`src/rtl/hz_pkg.sv`:
```
package hz_pkg;
  localparam int unsigned OP_W   = 4;
  localparam int unsigned N_LATE = 3;   // execute, memory, write-back
  localparam int unsigned ST_EX  = 0;
  localparam int unsigned ST_MEM = 1;
  localparam int unsigned ST_WB  = 2;

  typedef enum logic [OP_W-1:0] {
    OP_NOP  = 4'd0,
    OP_ALU  = 4'd1,
    OP_ALUI = 4'd2,
    OP_LW   = 4'd3,
    OP_SW   = 4'd4,
    OP_BEQZ = 4'd5,
    OP_BNEZ = 4'd6,
    OP_J    = 4'd7,
    OP_JAL  = 4'd8,
    OP_JR   = 4'd9,
    OP_JALR = 4'd10
  } op_e;

  localparam logic [1:0] SEL_RF  = 2'd0;
  localparam logic [1:0] SEL_EX  = 2'd1;
  localparam logic [1:0] SEL_MEM = 2'd2;
  localparam logic [1:0] SEL_WB  = 2'd3;
endpackage

```
`src/rtl/hz_dest_dec.sv`:
```
module hz_dest_dec
  import hz_pkg::*;
#(
  parameter int unsigned REG_W = 5
) (
  input  logic [OP_W-1:0]  op,
  input  logic [REG_W-1:0] rt,
  input  logic [REG_W-1:0] rd,
  output logic [REG_W-1:0] ws,
  output logic             wr_fwd,   // writer whose value can be forwarded
  output logic             wr_hold   // writer that must stall from execute
);
  localparam logic [REG_W-1:0] LINK_REG = '1;

  always_comb begin
    ws      = '0;
    wr_fwd  = 1'b0;
    wr_hold = 1'b0;
    case (op)
      OP_ALU:  begin ws = rd; wr_fwd = (rd != '0); end
      OP_ALUI: begin ws = rt; wr_fwd = (rt != '0); end
      OP_LW:   begin ws = rt; wr_hold = (rt != '0); end
      OP_JAL,
      OP_JALR: begin ws = LINK_REG; wr_fwd = 1'b1; end
      default: ;
    endcase
  end
endmodule

```
`src/rtl/hz_src_dec.sv`:
```
module hz_src_dec
  import hz_pkg::*;
(
  input  logic [OP_W-1:0] op,
  output logic            rd_en_s,
  output logic            rd_en_t
);
  always_comb begin
    rd_en_s = 1'b0;
    rd_en_t = 1'b0;
    case (op)
      OP_ALU, OP_SW: begin rd_en_s = 1'b1; rd_en_t = 1'b1; end
      OP_ALUI, OP_LW, OP_BEQZ, OP_BNEZ, OP_JR, OP_JALR: rd_en_s = 1'b1;
      default: ;
    endcase
  end
endmodule

```
`src/rtl/hz_opnd_ctl.sv`:
```
module hz_opnd_ctl
  import hz_pkg::*;
#(
  parameter int unsigned REG_W       = 5,
  parameter bit          FULL_BYPASS = 1'b1
) (
  input  logic [REG_W-1:0]             src,
  input  logic                         rd_en,
  input  logic [N_LATE-1:0][REG_W-1:0] ws,
  input  logic [N_LATE-1:0]            wr_fwd,
  input  logic [N_LATE-1:0]            wr_hold,
  output logic                         need_stall,
  output logic [1:0]                   sel
);
  logic [N_LATE-1:0] hit;

  for (genvar g = 0; g < N_LATE; g++) begin : g_hit
    assign hit[g] = rd_en && (src == ws[g]) && (wr_fwd[g] || wr_hold[g]);
  end

  if (FULL_BYPASS) begin : g_fwd
    assign need_stall = hit[ST_EX] && wr_hold[ST_EX];
    always_comb begin
      if (hit[ST_EX])       sel = wr_hold[ST_EX] ? SEL_RF : SEL_EX;
      else if (hit[ST_MEM]) sel = SEL_MEM;
      else if (hit[ST_WB])  sel = SEL_WB;
      else                  sel = SEL_RF;
    end
  end else begin : g_lock
    assign need_stall = |hit;
    assign sel        = SEL_RF;
  end
endmodule

```
`src/rtl/hz_ctrl.sv`:
```
module hz_ctrl
  import hz_pkg::*;
#(
  parameter int unsigned REG_W       = 5,
  parameter bit          FULL_BYPASS = 1'b1
) (
  input  logic [OP_W-1:0]  dec_op,
  input  logic [REG_W-1:0] dec_rs,
  input  logic [REG_W-1:0] dec_rt,
  input  logic [OP_W-1:0]  ex_op,
  input  logic [REG_W-1:0] ex_rt,
  input  logic [REG_W-1:0] ex_rd,
  input  logic             ex_zero,
  input  logic [OP_W-1:0]  mem_op,
  input  logic [REG_W-1:0] mem_rt,
  input  logic [REG_W-1:0] mem_rd,
  input  logic [OP_W-1:0]  wb_op,
  input  logic [REG_W-1:0] wb_rt,
  input  logic [REG_W-1:0] wb_rd,
  output logic             stall,
  output logic [1:0]       fwd_a,
  output logic [1:0]       fwd_b
);
  localparam int unsigned N_OPND = 2;

  logic [N_LATE-1:0][OP_W-1:0]  st_op;
  logic [N_LATE-1:0][REG_W-1:0] st_rt, st_rd, st_ws;
  logic [N_LATE-1:0]            st_fwd, st_hold;

  assign st_op = {wb_op, mem_op, ex_op};
  assign st_rt = {wb_rt, mem_rt, ex_rt};
  assign st_rd = {wb_rd, mem_rd, ex_rd};

  for (genvar g = 0; g < N_LATE; g++) begin : g_dst
    hz_dest_dec #(.REG_W(REG_W)) u_dst (
      .op      (st_op[g]),
      .rt      (st_rt[g]),
      .rd      (st_rd[g]),
      .ws      (st_ws[g]),
      .wr_fwd  (st_fwd[g]),
      .wr_hold (st_hold[g])
    );
  end

  logic rd_en_s, rd_en_t;
  hz_src_dec u_src (
    .op      (dec_op),
    .rd_en_s (rd_en_s),
    .rd_en_t (rd_en_t)
  );

  logic [N_OPND-1:0][REG_W-1:0] o_src;
  logic [N_OPND-1:0]            o_en, o_stall;
  logic [N_OPND-1:0][1:0]       o_sel;

  assign o_src = {dec_rt, dec_rs};
  assign o_en  = {rd_en_t, rd_en_s};

  for (genvar k = 0; k < N_OPND; k++) begin : g_opnd
    hz_opnd_ctl #(.REG_W(REG_W), .FULL_BYPASS(FULL_BYPASS)) u_opnd (
      .src        (o_src[k]),
      .rd_en      (o_en[k]),
      .ws         (st_ws),
      .wr_fwd     (st_fwd),
      .wr_hold    (st_hold),
      .need_stall (o_stall[k]),
      .sel        (o_sel[k])
    );
  end

  logic br_taken;
  assign br_taken = ((ex_op == OP_BEQZ) && ex_zero) || ((ex_op == OP_BNEZ) && !ex_zero);

  assign stall = (|o_stall) && !br_taken;
  assign fwd_a = o_sel[0];
  assign fwd_b = o_sel[1];
endmodule

```
`config.mk`:
```
export PLATFORM = sky130hd
export DESIGN_NAME = hz_ctrl
export DESIGN_NICKNAME = d
export VERILOG_FILES = /design/src/rtl/hz_pkg.sv /design/src/rtl/hz_dest_dec.sv /design/src/rtl/hz_src_dec.sv /design/src/rtl/hz_opnd_ctl.sv /design/src/rtl/hz_ctrl.sv
export SDC_FILE = /design/constraint.sdc
export NUM_CORES = 1
export LEC_CHECK = 0
export BUFFER_PORTS_ARGS = -buffer_cell sky130_fd_sc_hd__clkbuf_2
export CAP_MARGIN = 20
export CORE_MARGIN = 1
export CORE_UTILIZATION = 25
export DETAILED_ROUTE_END_ITERATION = 7
export SLEW_MARGIN = 10
export SYNTH_ARGS = -nofsm -noshare
export SYNTH_HDL_FRONTEND = slang
export SYNTH_SLANG_ARGS = --single-unit
export TNS_END_PERCENT = 10
```
`constraint.sdc`:
```
create_clock -name vclk -period 2
set_clock_uncertainty 0.15 [all_clocks]
set_input_delay 0.2 -clock vclk [all_inputs]
set_output_delay 0.2 -clock vclk [all_outputs]
set_load 0.01 [all_outputs]
```
==> results of run 1 <==
[metrics by stage]
step | hold WS (ns) | setup slack, ns | total power (uW) | setup TNS, ns | util, %
2_1_floorplan | 0.435 | -0.0541 | 157 | -0.0541 | -
3_3_place_gp | 0.657 | -0.277 | 322 | -0.765 | 46.4
3_5_place_dp | 0.635 | -0.297 | 323 | -0.787 | 46.4
4_1_cts | 0.640 | -0.238 | 333 | -0.609 | 47.5
5_1_grt | 0.669 | -0.315 | 377 | -1.32 | 48.5
6_report | 0.637 | -0.189 | 343 | -0.546 | 48.5
[kinds of logic (layout without fill, tap and decap cells)]
| family | after synthesis | count (layout) | share of synthesized area [%] |
|---|---|---|---|
| AND/OR/NAND/NOR | 54 | 54 | 36.2 |
| AO/OA/AOI/OAI | 48 | 48 | 29.6 |
| XOR/XNOR | 31 | 31 | 28.7 |
| buffers and inverters | 10 | 109 | 4.36 |
| multiplexers | 1 | 1 | 1.06 |
[how the worst max path moves through the flow]
stage | from | to | slack [ns] | depth (start not counted)
2_1_floorplan | wb_op[0] | fwd_b[0] | -0.05 | 8
3_3_place_gp | wb_op[1] | fwd_b[0] | -0.28 | 9
3_5_place_dp | wb_op[1] | fwd_b[0] | -0.30 | 9
4_1_cts | dec_op[0] | fwd_b[0] | -0.24 | 8
5_1_grt | mem_op[1] | fwd_b[0] | -0.31 | 9
6_report | dec_op[0] | fwd_b[0] | -0.19 | 8
[placed cells by master, fill, tap and decap left out, types with 3 or more instances in the layout]
| cell | n |
|---|---|
| clkbuf_2 | 57 |
| buf_4 | 45 |
| a21oi_1 | 24 |
| xnor2_1 | 22 |
| nand3b_1 | 14 |
| xor2_1 | 9 |
| nor2_1 | 8 |
| or4_1 | 6 |
| o21ai_0 | 6 |
| nand3_1 | 5 |
| nand2_1 | 4 |
| a21oi_2 | 4 |
| a21o_1 | 3 |
| inv_1 | 3 |
| nand4_1 | 3 |
[area by class of cell]
type	instances	share of cell area [%]
Multi-Input combinational cell	134	56.7
Timing Repair Buffer	106	39.3
Tap cell	46	3.42
Inverter	3	0.669
[worst max-delay path, stage by stage]
cell and delay (ns):
clkbuf_8 0.12, xnor2_1 0.11, or3_4 0.33, or3_4 0.40, nor4_4 0.29, nand2b_1 0.10
mux2i_2 0.14, buf_2 0.15
[power groups by stage]
stage | clock network, uW | registers (uW) | logic, uW
final | 0 | 0 | 343
after global routing | 0 | 0 | 377
after CTS | 0 | 0 | 333
after detailed placement | 0 | 0 | 323
after global placement | 0 | 0 | 322
after floorplan | 0 | 0 | 157
[layer usage]
layer	wire [microns]	vias to the layer above	GRT usage, %
li1	-	738	-
met1	1480	590	20.5
met2	1520	43	27.8
met3	179	0	1.27
met4	0	0	0
met5	0	-	0
[repair_timing]
item | in CTS | in global routing
hold buffers | 0 | 0
gates resized for setup | 8 | 7
setup buffers | 1 | 1
setup endpoints to repair | 5 | 5
pin swaps | 3 | 4
hold endpoints to repair | 0 | 0
==> impl_summary.log, run 1 <==
INFO  metric run_status = complete, but fails checks
INFO  metric violations = negative setup slack
INFO  metric timing.final.max_slew_violations = 0
INFO  metric grt_antenna_before_repair = 0
INFO  metric yosysSeqAreaShare = 0%
INFO  metric fp.dieW = roughly 64 microns
INFO  metric yosys.cell_count.top_type = a21oi_1
INFO  metric rsz0062_at_grt = true
INFO  metric fin_crit_sh = 109%
INFO  metric wl_per_cell = roughly 11 microns
INFO  metric route.detailed.drc = 0
INFO  metric io-pin-count = 62
INFO  metric insertedDiodeCount = 0
INFO  metric core_area = 0.00347 sq mm
INFO  metric power.density = slightly above 200 mW/mm^2
INFO  metric critical_path_arrival = between 1.5 and 2 ns
INFO  metric die_area = roughly 0.0040 sq mm
INFO  metric std_cell_rows = 21
INFO  metric finalWorstSetupSlack = -0.189 ns
INFO  metric syn_area = approximately 950 sq um
INFO  metric power_leakage = about 0.00076 uW
INFO  metric height_of_the_chip = 63.5 microns
INFO  metric drtAntennaViolNets = 0
INFO  metric power.switching = around 150 uW
INFO  metric layout.clock_buffers = 0
INFO  metric cell_taking_the_most_area_after_synthesis = xnor2_1
INFO  metric groute.usage.overall = between 10% and 20%
INFO  metric finalWirelength = about 3.2 mm
INFO  metric setup.worst_path.start_class = primary input
INFO  metric cap_viol_max_count = 0
INFO  metric drive_gt1_share = between 40% and 50%
INFO  metric sequential_share_of_power = 0%
INFO  metric hp-start = ex_op[2]
INFO  metric pwr-share-comb = 100.0%
INFO  metric class_of_the_most_critical_setup_path = in -> out
INFO  metric synth-warning-count = 0
INFO  metric gp_routability_congestion = around 0.86
INFO  metric synthTopCellsByArea = xnor2_1 (20%), a21oi_1 (15%), nand3b_1 (11%), xor2_1 (8.3%), or4_1 (4.8%)
INFO  metric maximum_number_of_pins_on_one_net_before_global_route_repair = 13
INFO  metric worst_pin_slew = between 0.6 and 0.7 ns
INFO  metric area.growth.synth_to_final = 77.9%
INFO  metric ys_types = 34
INFO  metric worst_hold_path.endpoint = stall
INFO  metric seq_cell_count = 0
INFO  metric setup_viol = 5
INFO  metric p_int = 189 uW
INFO  metric worst-path-max-fanout = 4
INFO  metric final_nets = a little over 300
INFO  metric final-seq-area = 0 sq um
INFO  metric number_of_instances_in_the_placed_design = between 200 and 300
INFO  metric instances_no_fill = around 290
INFO  metric number_of_stages_on_the_worst_hold_path = 4
INFO  metric grt_first_pass_wirelength = 5.22 mm
INFO  metric fraction_of_synthesized_cell_area_taken_by_the_top_area_cell_type = about a fifth
INFO  metric first_global_vias = between 1000 and 1500
INFO  metric post_route_cell_area = approximately 0.0017 sq mm
INFO  metric num-fill-cells = 381
INFO  metric netlist_instances = ~140
INFO  metric grt.overflow.total = 0
INFO  metric placedInstanceArea = 0.00161 sq mm
INFO  metric worst_ir_drop_vdd = 0.0000915 V
INFO  metric syn_avg_cell_area = 6.57 sq um
INFO  metric start_util = approximately 27%
INFO  metric drt_iter0_markers = 31
INFO  metric max_clock_freq = 0.457 GHz
INFO  metric synth_fp_nets = 201
INFO  metric multiInputGateArea = ~950 sq um
INFO  metric vias = approximately 1400
INFO  metric timing_hold_violations_final = 0
INFO  metric cp-end-kind = output pin
INFO  metric p_sw_share = around 45%
INFO  metric drt-pass1-iter-count = 4
INFO  metric hpwl = 2.82 mm
INFO  metric portBuffers = between 60 and 70
INFO  metric p_clk_share = 0%
INFO  metric hold_path.class = in -> out
INFO  metric period_needed = 2.19 ns
INFO  metric netlist_top_cells_count = a21oi_1 (28), xnor2_1 (22), nand3b_1 (14)
INFO  metric required_arrival_time_at_the_worst_endpoint = 1.65 ns
INFO  metric via_per_instance_ratio = between 4 and 5
INFO  metric slew-limit-headroom = 59.1%
Note: power is estimated with default switching activity, not from simulation.
==> run 2: changes to the inputs <==
- ABC_AREA: default -> 0
- CORE_MARGIN: 1 -> default
- clock period: 2 -> 1.8 ns (I/O delays scaled with it)
==> run 2 against run 1 <==
  * The run still ends with negative setup slack left
  * Global-route usage increased by 0.56 points
  * Wire length rose by 3.3%
  * Design area grew 1.2%
  * Combinational power grew 14%
  * Clock-buffer cell count stayed put
  * Die area is the same
  * Sequential cell count is the same
  * First-iteration DRC count fell by 61%
  * Non-clock buffer count down 2
  * Critical endpoint unchanged
  * Largest power group unchanged
==> impl_summary.log, run 2 (synthesis results as in run 1) <==
INFO  metric drtAntennaViolNets = 0 (unchanged)
INFO  metric gp_routability_congestion = 0.856 (was 0.859)
INFO  metric fin_crit_sh = 119%
INFO  metric crit_path_max_incr_delay = 0.38 ns (was 0.40 ns)
INFO  metric p_clk_share = 0% (about the same)
INFO  metric grt_first_pass_wirelength = 5.37 mm (was 5.22 mm)
INFO  metric period_needed = 2.15 ns
INFO  metric core_area = 0.00347 sq mm (unchanged)
INFO  metric finalPower = 390 uW (was 343 uW)
INFO  metric route.detailed.drc = 0 (unchanged)
INFO  metric power_leakage = 0.000767 uW (was 0.000764 uW)
INFO  metric maximum_number_of_pins_on_one_net_before_global_route_repair = 13 (unchanged)
INFO  metric die_area = 0.00403 sq mm (unchanged)
INFO  metric layout.clock_buffers = 0 (unchanged)
INFO  metric vias = 1368 (was 1371)
INFO  metric final_nets = 300 (was 302)
INFO  metric num-fill-cells = 377 (was 381)
INFO  metric slew-limit-headroom = 55.7% (was 59.1%)
INFO  metric worst_pin_slew = 0.655 ns (was 0.606 ns)
INFO  metric grt.overflow.total = 0 (unchanged)
INFO  metric power.density = 229 mW/mm^2 (was 204 mW/mm^2)
INFO  metric final-seq-area = 0 sq um (unchanged)
INFO  metric cap_viol_max_count = 0 (unchanged)
INFO  metric max_clock_freq = approximately 0.47 GHz
INFO  metric drive_gt1_share = 50.6% (was 48.6%)
INFO  metric area.growth.synth_to_final = 80.0% (was 77.9%)
INFO  metric worst_ir_drop_vdd = 0.0000938 V (was 0.0000915 V)
INFO  metric hold_path.class = in -> out (unchanged)
INFO  metric setup.worst_path.start_class = primary input (unchanged)
INFO  metric portBuffers = 61 (unchanged)
INFO  metric class_of_the_most_critical_setup_path = in -> out (unchanged)
INFO  metric p_int = 211 uW (was 189 uW)
INFO  metric layout_commonest_cell = clkbuf_2 (unchanged)
INFO  metric drt_iter0_markers = 12 (was 31)
INFO  metric cts.hold.buffers_added = 0 (unchanged)
INFO  metric sequential_share_of_power = 0% (about the same)
INFO  metric path_cells = clkbuf_8 > xnor2_1 > or3_4 > or3_1 > nor4_2 > nand2b_1 > mux2i_2 > buf_2 (was clkbuf_8 > xnor2_1 > or3_4 > or3_4 > nor4_4 > nand2b_1 > mux2i_2 > buf_2)
INFO  metric finish.utilization = 49.1% (was 48.5%)
INFO  metric violations = negative setup slack (unchanged)
INFO  metric worst-path-max-fanout = 4 (unchanged)
INFO  metric grt_antenna_before_repair = 0 (unchanged)
INFO  metric rsz0062_at_grt = true (unchanged)
INFO  metric pwr-share-comb = 100.0% (about the same)
INFO  metric post_route_cell_area = 0.00170 sq mm (was 0.00168 sq mm)
INFO  metric power.switching = 179 uW (was 154 uW)
INFO  metric finalWirelength = 3.29 mm (was 3.19 mm)
INFO  metric timing.final.max_slew_violations = 0 (unchanged)
INFO  metric worst_setup_path_startpoint = dec_op[0] (unchanged)
INFO  metric required_arrival_time_at_the_worst_endpoint = 1.47 ns (was 1.65 ns)
INFO  metric timing_hold_violations_final = 0 (unchanged)
INFO  metric fp.dieW = 63.5 microns (unchanged)
INFO  metric critPathCapture = fwd_b[0] (unchanged)
INFO  metric seq_cell_count = 0 (unchanged)
INFO  metric insertedDiodeCount = 0 (unchanged)
INFO  metric via_per_instance_ratio = 4.77 (was 4.74)
INFO  metric p_sw_share = 45.9% (was 44.9%)
INFO  metric io-pin-count = 62 (unchanged)
INFO  metric layout_common_cells = clkbuf_2 (56), buf_4 (43), xnor2_1 (22), a21oi_1 (19), nand3b_1 (14) (was clkbuf_2 (57), buf_4 (45), a21oi_1 (24), xnor2_1 (22), nand3b_1 (14))
INFO  metric groute.usage.overall = 15.9% (was 15.3%)
INFO  metric timing.setup.tns = -1.19 ns (was -0.546 ns)
INFO  metric crit_slowest_cell = or3_1 (was or3_4)
INFO  metric height_of_the_chip = 63.5 microns (unchanged)
INFO  metric cp-end-kind = output pin (unchanged)
INFO  metric critical_path_arrival = 1.82 ns (was 1.84 ns)
INFO  metric run_status = complete, but fails checks (unchanged)
INFO  metric placedInstanceArea = 0.00160 sq mm (was 0.00161 sq mm)
INFO  metric std_cell_rows = 21 (unchanged)
INFO  metric wl_per_cell = 11.5 microns (was 11.0 microns)
INFO  metric drt-pass1-iter-count = 4 (unchanged)
INFO  metric hpwl = 2.87 mm (was 2.82 mm)
INFO  metric setup_viol = 5 (unchanged)
INFO  metric finalWorstSetupSlack = -0.345 ns (was -0.189 ns)
INFO  metric start_util = 27.3% (unchanged)
INFO  metric first_global_vias = 1293 (was 1250)
[run 2: how the worst min path moves through the flow]
stage          startpoint  depth (start not counted)  slack (ns)    end
2_1_floorplan    ex_op[2]                          2        0.39  stall
5_1_grt          ex_op[2]                          4        0.65  stall
6_report         ex_op[2]                          4        0.61  stall
4_1_cts          ex_op[2]                          4        0.61  stall
3_5_place_dp     ex_op[2]                          4        0.61  stall
3_3_place_gp     ex_op[2]                          4        0.62  stall
[run 2: worst max-delay path: cells and delay by family]
| kind | cells | cell delay (ns) |
|---|---|---|
| XOR/XNOR | 1 | 0.12 |
| AND/OR/NAND/NOR | 4 | 1.10 |
| multiplexers | 1 | 0.14 |
| buffers and inverters | 2 | 0.27 |
[run 2: what timing repair did]
item	4_1_cts	5_1_grt
buffers inserted	1	0
endpoints found under the setup margin	5	5
pin swaps	4	2
hold endpoints to repair	0	0
gates resized for setup	10	13
[run 2: cell type report]
| cell class | instances | area [sq um] | area share, % |
|---|---|---|---|
| multi-input cells | 134 | 988 | 58.0 |
| repair buffers | 104 | 646 | 37.9 |
| well taps | 46 | 57.6 | 3.38 |
| inverters | 3 | 11.3 | 0.661 |
[run 2: power by group through the flow]
stage | registers (uW) | logic, uW | clock network (uW)
after floorplan | 0 | 175 | 0
after global placement | 0 | 358 | 0
after detailed placement | 0 | 361 | 0
after CTS | 0 | 374 | 0
after global routing | 0 | 428 | 0
final | 0 | 390 | 0
[run 2: metrics by stage]
stage          setup slack, ns  hold WS [ns]  cells
4_1_cts                 -0.374         0.614    287
3_3_place_gp            -0.423         0.617    286
6_report                -0.345         0.606    287
3_5_place_dp            -0.463         0.609    286
2_1_floorplan           -0.214         0.395    144
5_1_grt                 -0.468         0.653    287
[run 2: layer usage]
metal,vias up,GRT usage [%],routed length (microns)
li1,731,-,-
met1,603,21.5,1560
met2,32,28.6,1590
met3,2,0.725,128
met4,0,0.852,12
met5,-,0,0
